`config.mk`:
```
export PLATFORM = sky130hd
export DESIGN_NAME = pad_owner_top
export DESIGN_NICKNAME = d
export VERILOG_FILES = /design/src/rtl/pad_owner_pkg.sv /design/src/rtl/pad_owner_ctrl.sv /design/src/rtl/pad_owner_path.sv /design/src/rtl/pad_owner_top.sv
export SDC_FILE = /design/constraint.sdc
export NUM_CORES = 1
export LEC_CHECK = 0
export ABC_AREA = 1
export BUFFER_PORTS_ARGS = -buffer_cell sky130_fd_sc_hd__buf_2
export CAP_MARGIN = 30
export CORE_MARGIN = 10
export CORE_UTILIZATION = 45
export CTS_CLUSTER_DIAMETER = 200
export DETAILED_ROUTE_END_ITERATION = 10
export GPL_TIMING_DRIVEN = 0
export PLACE_DENSITY = 0.81
export REMOVE_ABC_BUFFERS = 1
export SETUP_SLACK_MARGIN = 0.3
export SYNTH_ARGS = -nofsm -noshare
export SYNTH_HDL_FRONTEND = slang
export SYNTH_SLANG_ARGS = --single-unit
```
`constraint.sdc`:
```
create_clock -name clk -period 2.1 [get_ports clk]
set_clock_uncertainty 0.15 [all_clocks]
set_input_delay 0.42 -clock clk [delete_from_list [all_inputs] [get_ports clk]]
set_output_delay 0.42 -clock clk [all_outputs]
set_load 0.02 [all_outputs]
```
`src/rtl/pad_owner_pkg.sv`:
```
package pad_owner_pkg;
  localparam int ADDR_W = 3;

  typedef enum logic [ADDR_W-1:0] {
    SEL_OWN  = 3'd0,
    SEL_DIR  = 3'd1,
    SEL_ODR  = 3'd2,
    SEL_LVL  = 3'd3,
    SEL_SYNC = 3'd4
  } regSel_e;

  typedef struct packed {
    logic    wrOwn;
    logic    wrDir;
    logic    wrOdr;
    logic    wrLvl;
    logic    rdValid;
    regSel_e rdSel;
  } ctrlStrobe_t;
endpackage

```
`src/rtl/pad_owner_ctrl.sv`:
```
module pad_owner_ctrl
  import pad_owner_pkg::*;
(
  input  logic              busWrite,
  input  logic [ADDR_W-1:0] busAddr,
  output ctrlStrobe_t       strobe
);
  always_comb begin
    strobe         = '0;
    strobe.rdSel   = SEL_OWN;
    strobe.rdValid = 1'b0;
    case (busAddr)
      SEL_OWN:  begin strobe.wrOwn = busWrite; strobe.rdSel = SEL_OWN;  strobe.rdValid = 1'b1; end
      SEL_DIR:  begin strobe.wrDir = busWrite; strobe.rdSel = SEL_DIR;  strobe.rdValid = 1'b1; end
      SEL_ODR:  begin strobe.wrOdr = busWrite; strobe.rdSel = SEL_ODR;  strobe.rdValid = 1'b1; end
      SEL_LVL:  begin strobe.wrLvl = busWrite; strobe.rdSel = SEL_LVL;  strobe.rdValid = 1'b1; end
      SEL_SYNC: begin strobe.rdSel = SEL_SYNC; strobe.rdValid = 1'b1; end
      default:  begin strobe.rdValid = 1'b0; end
    endcase
  end
endmodule

```
`src/rtl/pad_owner_path.sv`:
```
module pad_owner_path
  import pad_owner_pkg::*;
#(
  parameter int NUM_PINS = 30,
  parameter int DATA_W   = 32
) (
  input  logic                clk,
  input  logic                rstN,
  input  ctrlStrobe_t         strobe,
  input  logic [DATA_W-1:0]   busWdata,
  output logic [DATA_W-1:0]   busRdata,
  input  logic [NUM_PINS-1:0] perOut,
  input  logic [NUM_PINS-1:0] perOe,
  input  logic [NUM_PINS-1:0] perOd,
  output logic [NUM_PINS-1:0] perIn,
  input  logic [NUM_PINS-1:0] padIn,
  output logic [NUM_PINS-1:0] padOut,
  output logic [NUM_PINS-1:0] padOe,
  output logic [NUM_PINS-1:0] ownBits,
  output logic [NUM_PINS-1:0] dirBits,
  output logic [NUM_PINS-1:0] odrBits,
  output logic [NUM_PINS-1:0] lvlBits
);
  localparam int FILL_W = DATA_W - NUM_PINS;

  logic [NUM_PINS-1:0] wrSlice;
  logic [NUM_PINS-1:0] syncA;
  logic [NUM_PINS-1:0] syncB;
  logic [NUM_PINS-1:0] rdSlice;

  assign wrSlice = busWdata[NUM_PINS-1:0];

  always_ff @(posedge clk or negedge rstN) begin
    if (!rstN) begin
      ownBits <= '0;
      dirBits <= '0;
      odrBits <= '0;
      lvlBits <= '0;
    end else begin
      if (strobe.wrOwn) ownBits <= wrSlice;
      if (strobe.wrDir) dirBits <= wrSlice;
      if (strobe.wrOdr) odrBits <= wrSlice;
      if (strobe.wrLvl) lvlBits <= wrSlice;
    end
  end

  always_ff @(posedge clk or negedge rstN) begin
    if (!rstN) begin
      syncA <= '0;
      syncB <= '0;
    end else begin
      syncA <= padIn;
      syncB <= syncA;
    end
  end

  assign perIn = syncB;

  for (genvar p = 0; p < NUM_PINS; p++) begin : g_pin
    logic effDrive;
    logic effOpen;
    logic effLevel;
    always_comb begin
      effDrive = ownBits[p] ? dirBits[p] : perOe[p];
      effOpen  = ownBits[p] ? odrBits[p] : perOd[p];
      effLevel = ownBits[p] ? lvlBits[p] : perOut[p];
      if (effOpen) begin
        padOut[p] = 1'b0;
        padOe[p]  = effDrive & ~effLevel;
      end else begin
        padOut[p] = effLevel;
        padOe[p]  = effDrive;
      end
    end
  end

  always_comb begin
    case (strobe.rdSel)
      SEL_OWN:  rdSlice = ownBits;
      SEL_DIR:  rdSlice = dirBits;
      SEL_ODR:  rdSlice = odrBits;
      SEL_LVL:  rdSlice = lvlBits;
      SEL_SYNC: rdSlice = syncB;
      default:  rdSlice = '0;
    endcase
    busRdata = strobe.rdValid ? {{FILL_W{1'b0}}, rdSlice} : '0;
  end
endmodule

```
`src/rtl/pad_owner_top.sv`:
```
module pad_owner_top
  import pad_owner_pkg::*;
#(
  parameter int NUM_PINS = 30,
  parameter int DATA_W   = 32
) (
  input  logic                clk,
  input  logic                rstN,
  input  logic                busWrite,
  input  logic [2:0]          busAddr,
  input  logic [DATA_W-1:0]   busWdata,
  output logic [DATA_W-1:0]   busRdata,
  input  logic [NUM_PINS-1:0] perOut,
  input  logic [NUM_PINS-1:0] perOe,
  input  logic [NUM_PINS-1:0] perOd,
  output logic [NUM_PINS-1:0] perIn,
  input  logic [NUM_PINS-1:0] padIn,
  output logic [NUM_PINS-1:0] padOut,
  output logic [NUM_PINS-1:0] padOe
);
  ctrlStrobe_t         strobe;
  logic [NUM_PINS-1:0] ownBits;
  logic [NUM_PINS-1:0] dirBits;
  logic [NUM_PINS-1:0] odrBits;
  logic [NUM_PINS-1:0] lvlBits;

  pad_owner_ctrl u_ctrl (
    .busWrite (busWrite),
    .busAddr  (busAddr),
    .strobe   (strobe)
  );

  pad_owner_path #(
    .NUM_PINS (NUM_PINS),
    .DATA_W   (DATA_W)
  ) u_path (
    .clk      (clk),
    .rstN     (rstN),
    .strobe   (strobe),
    .busWdata (busWdata),
    .busRdata (busRdata),
    .perOut   (perOut),
    .perOe    (perOe),
    .perOd    (perOd),
    .perIn    (perIn),
    .padIn    (padIn),
    .padOut   (padOut),
    .padOe    (padOe),
    .ownBits  (ownBits),
    .dirBits  (dirBits),
    .odrBits  (odrBits),
    .lvlBits  (lvlBits)
  );
endmodule

```
==> impl_metrics.tcl <==
set metrics [dict create \
    power_density_mw_per_mm2 882 \
    overflow 0 \
    design_area_mm2 0.0143 \
    fill_cells 1259 \
    endpoint_kind "primary output" \
    cts.clk_slew.worst_paths_ps 70 \
    startpoint_type "input pin" \
    num-nets-final 1569 \
    synth_top_cell_by_area "dfrtp_1" \
    status "complete, but fails checks" \
    synth.top_cell.area_share_pct 50.9 \
    worstPathRequired_ps 1530 \
    synth_area_leaders "dfrtp_1, nand2_1, nand3_1, nand4_1, o21ai_0" \
    vias 9917 \
    path_max_fanout 8 \
    hpwl_um 19900 \
    wl_met1_um 14100 \
    multi_input_area_mm2 0.00478 \
    portBuffers 275 \
    seq_area_frac_synth_pct 50.9 \
    ir_worst_vdd_mv 0.577 \
    dieArea_mm2 0.0257 \
    fmax_mhz 457 \
    via_per_inst 5.86 \
    hold_violations 0 \
    syn2layout_area_growth_pct 61.6 \
    clockBufferDepth 2 \
    syn-cell-area_mm2 0.00884 \
    failed_checks "negative setup slack" \
    clockRootBuffer "clkbuf_16" \
    worst_slack_ps -88.6 \
    placeableCoreArea_mm2 0.0194 \
    drc 0 \
    grt_pass1_vias 10200 \
    fin_crit_ps 2190 \
    maxCapViolCount 0 \
    gp_congestion 0.827 \
    final-seq-area_mm2 0.00454 \
    pre_cts_ws_ps -2190 \
    min_path_type "in2reg" \
    rsz0062_at_grt "yes" \
    avgSynthCellArea_um2 8.49 \
    wl_met3_um 3890 \
    chipWidth_um 160 \
    cts_tree "done" \
    clock-sinks 180 \
    synth_seq_cells 180 \
    synthCells 1041 \
    cts-htree-levels 4 \
    yosysUniqueCellTypes 19 \
    antenna_found_initial 4 \
    fin_crit_sh_pct 104 \
    grtUsageTotal_pct 27.8 \
    crit_arrival_ps 1620 \
    ant_nets 0 \
    synth_warnings 0 \
    finalMaxSlewViolations 0 \
    grt_start_max_net_pins 92 \
    grt_pass1_wl_um 57200 \
    worst_pin_slew_ps 559 \
    row_count 51 \
    dpl_cell_area_mm2 0.0105 \
    p_leak_nw 6.89 \
    setup_viol 31 \
    routed_wl_um 39600 \
    initial_core_util_pct 45.6 \
    first_iter_violations 1034 \
    die_y_um 160 \
    clk_latency_ps 420 \
    ioPinCount 280 \
    drive_gt1_share_pct 46.5 \
    drtPass1Iterations 6 \
    slew_headroom_pct 62.7 \
    wl_met2_um 19700 \
    top_layer_used "met5" \
    worstSetupPathType "in2out" \
    numCtsBuffers 17 \
    wl_per_cell_um 23.4 \
]
path summary, 6_finish.rpt:
check | endpoint | depth (start not counted) | slack, ps | startpoint
setup / recovery | busRdata[22] | 8 | -90 | busAddr[1]
hold / removal | u_path.lvlBits[19] | 3 | 140 | busWdata[19]
setup reg to reg | u_path.ownBits[21] | 4 | 1010 | u_path.ownBits[21]
hold reg to reg | u_path.perIn[29] | 0 | 200 | u_path.syncA[29]
max in group asynchronous | u_path.ownBits[6] | 3 | 560 | rstN
min in group asynchronous | u_path.ownBits[12] | 2 | 360 | rstN
metrics by stage:
step                instances  TNS [ps]  power, W  hold slack, ps  util [%]
detailed placement       1525   -250770   0.00719             186      54.1
global route             1690     -2290    0.0131             146      73.6
global placement         1514   -856070   0.00705             182      52.8
floorplan                 974    -83450   0.00610           -25.6         -
CTS                      1675     -1640    0.0120             124      70.8
finish                   1691      -906    0.0126             140      73.6
cells in the mapped netlist:
cell type,number
o21ai_0,73
o21ai_1,48
o21a_1,30
nand3_2,1
nor2_1,61
nor2_4,2
mux2i_1,30
conb_1,1
clkbuf_1,22
inv_2,3
buf_2,43
nand4_1,61
nand2_1,211
inv_1,90
dfrtp_1,180
a21oi_1,60
nand3_1,92
mux2_2,30
buf_4,3
power breakdown:
part           internal, W  switching (W)
sequential         0.00398       0.000550
clock              0.00205        0.00146
combinational      0.00216        0.00239
kinds of logic after synthesis:
family,Yosys count,share of synthesized area [%]
and+or+nand+nor,428,21.4
AOI/OAI and AO/OA,211,12.8
DFF,180,50.9
buffers and inverters,161,7.57
muxes,60,7.22
other,1,0.0424
worst max-delay path, cell delays in order:
cell and delay, ps:
buf_16 110, buf_16 140, o21ai_4 170, buf_6 140, buf_16 140, nand3_1 140, a21oi_2 190, buf_4 160
cells in the final DEF (no fill, tap or decap), types with 4 or more instances in the layout:
master,n
nor2_1,20
a21oi_2,35
mux2i_1,26
buf_4,82
buf_2,181
inv_6,4
dfrtp_1,151
nand3_1,60
nor2_2,11
mux2i_2,4
o21ai_0,73
nand2_1,197
dlygate4sd3_1,31
nand2_2,13
buf_16,14
clkbuf_16,17
nand3_2,31
inv_2,22
buf_12,14
bufinv_16,4
mux2_4,30
o21ai_1,47
o21a_1,25
nor2_4,35
nand4_1,61
dfrtp_2,29
buf_6,87
a21oi_4,25
inv_1,68
area by class of cell:
| cell class | instances | share of cell area, % |
|---|---|---|
| antenna | 3 | 0.0525 |
| clock buffer | 19 | 3.10 |
| clock inverter | 12 | 1.34 |
| inverter | 93 | 2.73 |
| multi-input combinational | 705 | 33.4 |
| sequential | 180 | 31.8 |
| tap | 265 | 2.32 |
| timing repair buffer | 414 | 25.2 |
per-layer routing:
layer	vias to the layer above	track usage [%]
met2	711	46.5
li1	4263	-
met1	4766	31.9
met3	175	8.77
met5	-	0
met4	2	12.9
what timing repair did:
action,CTS,global route
pin swaps,28,33
hold buffers,31,0
resized for setup,388,124
setup buffers,77,12
setup endpoints to repair,210,109
hold endpoints to repair,120,0
gates cloned,11,1
registers in the layout, indices dropped and copies added (netlist names):
name	count
u_path.ownBits	30
u_path.syncA	30
u_path.lvlBits	30
u_path.perIn	30
u_path.odrBits	30
u_path.dirBits	30
(Power assumes the default switching activity.)
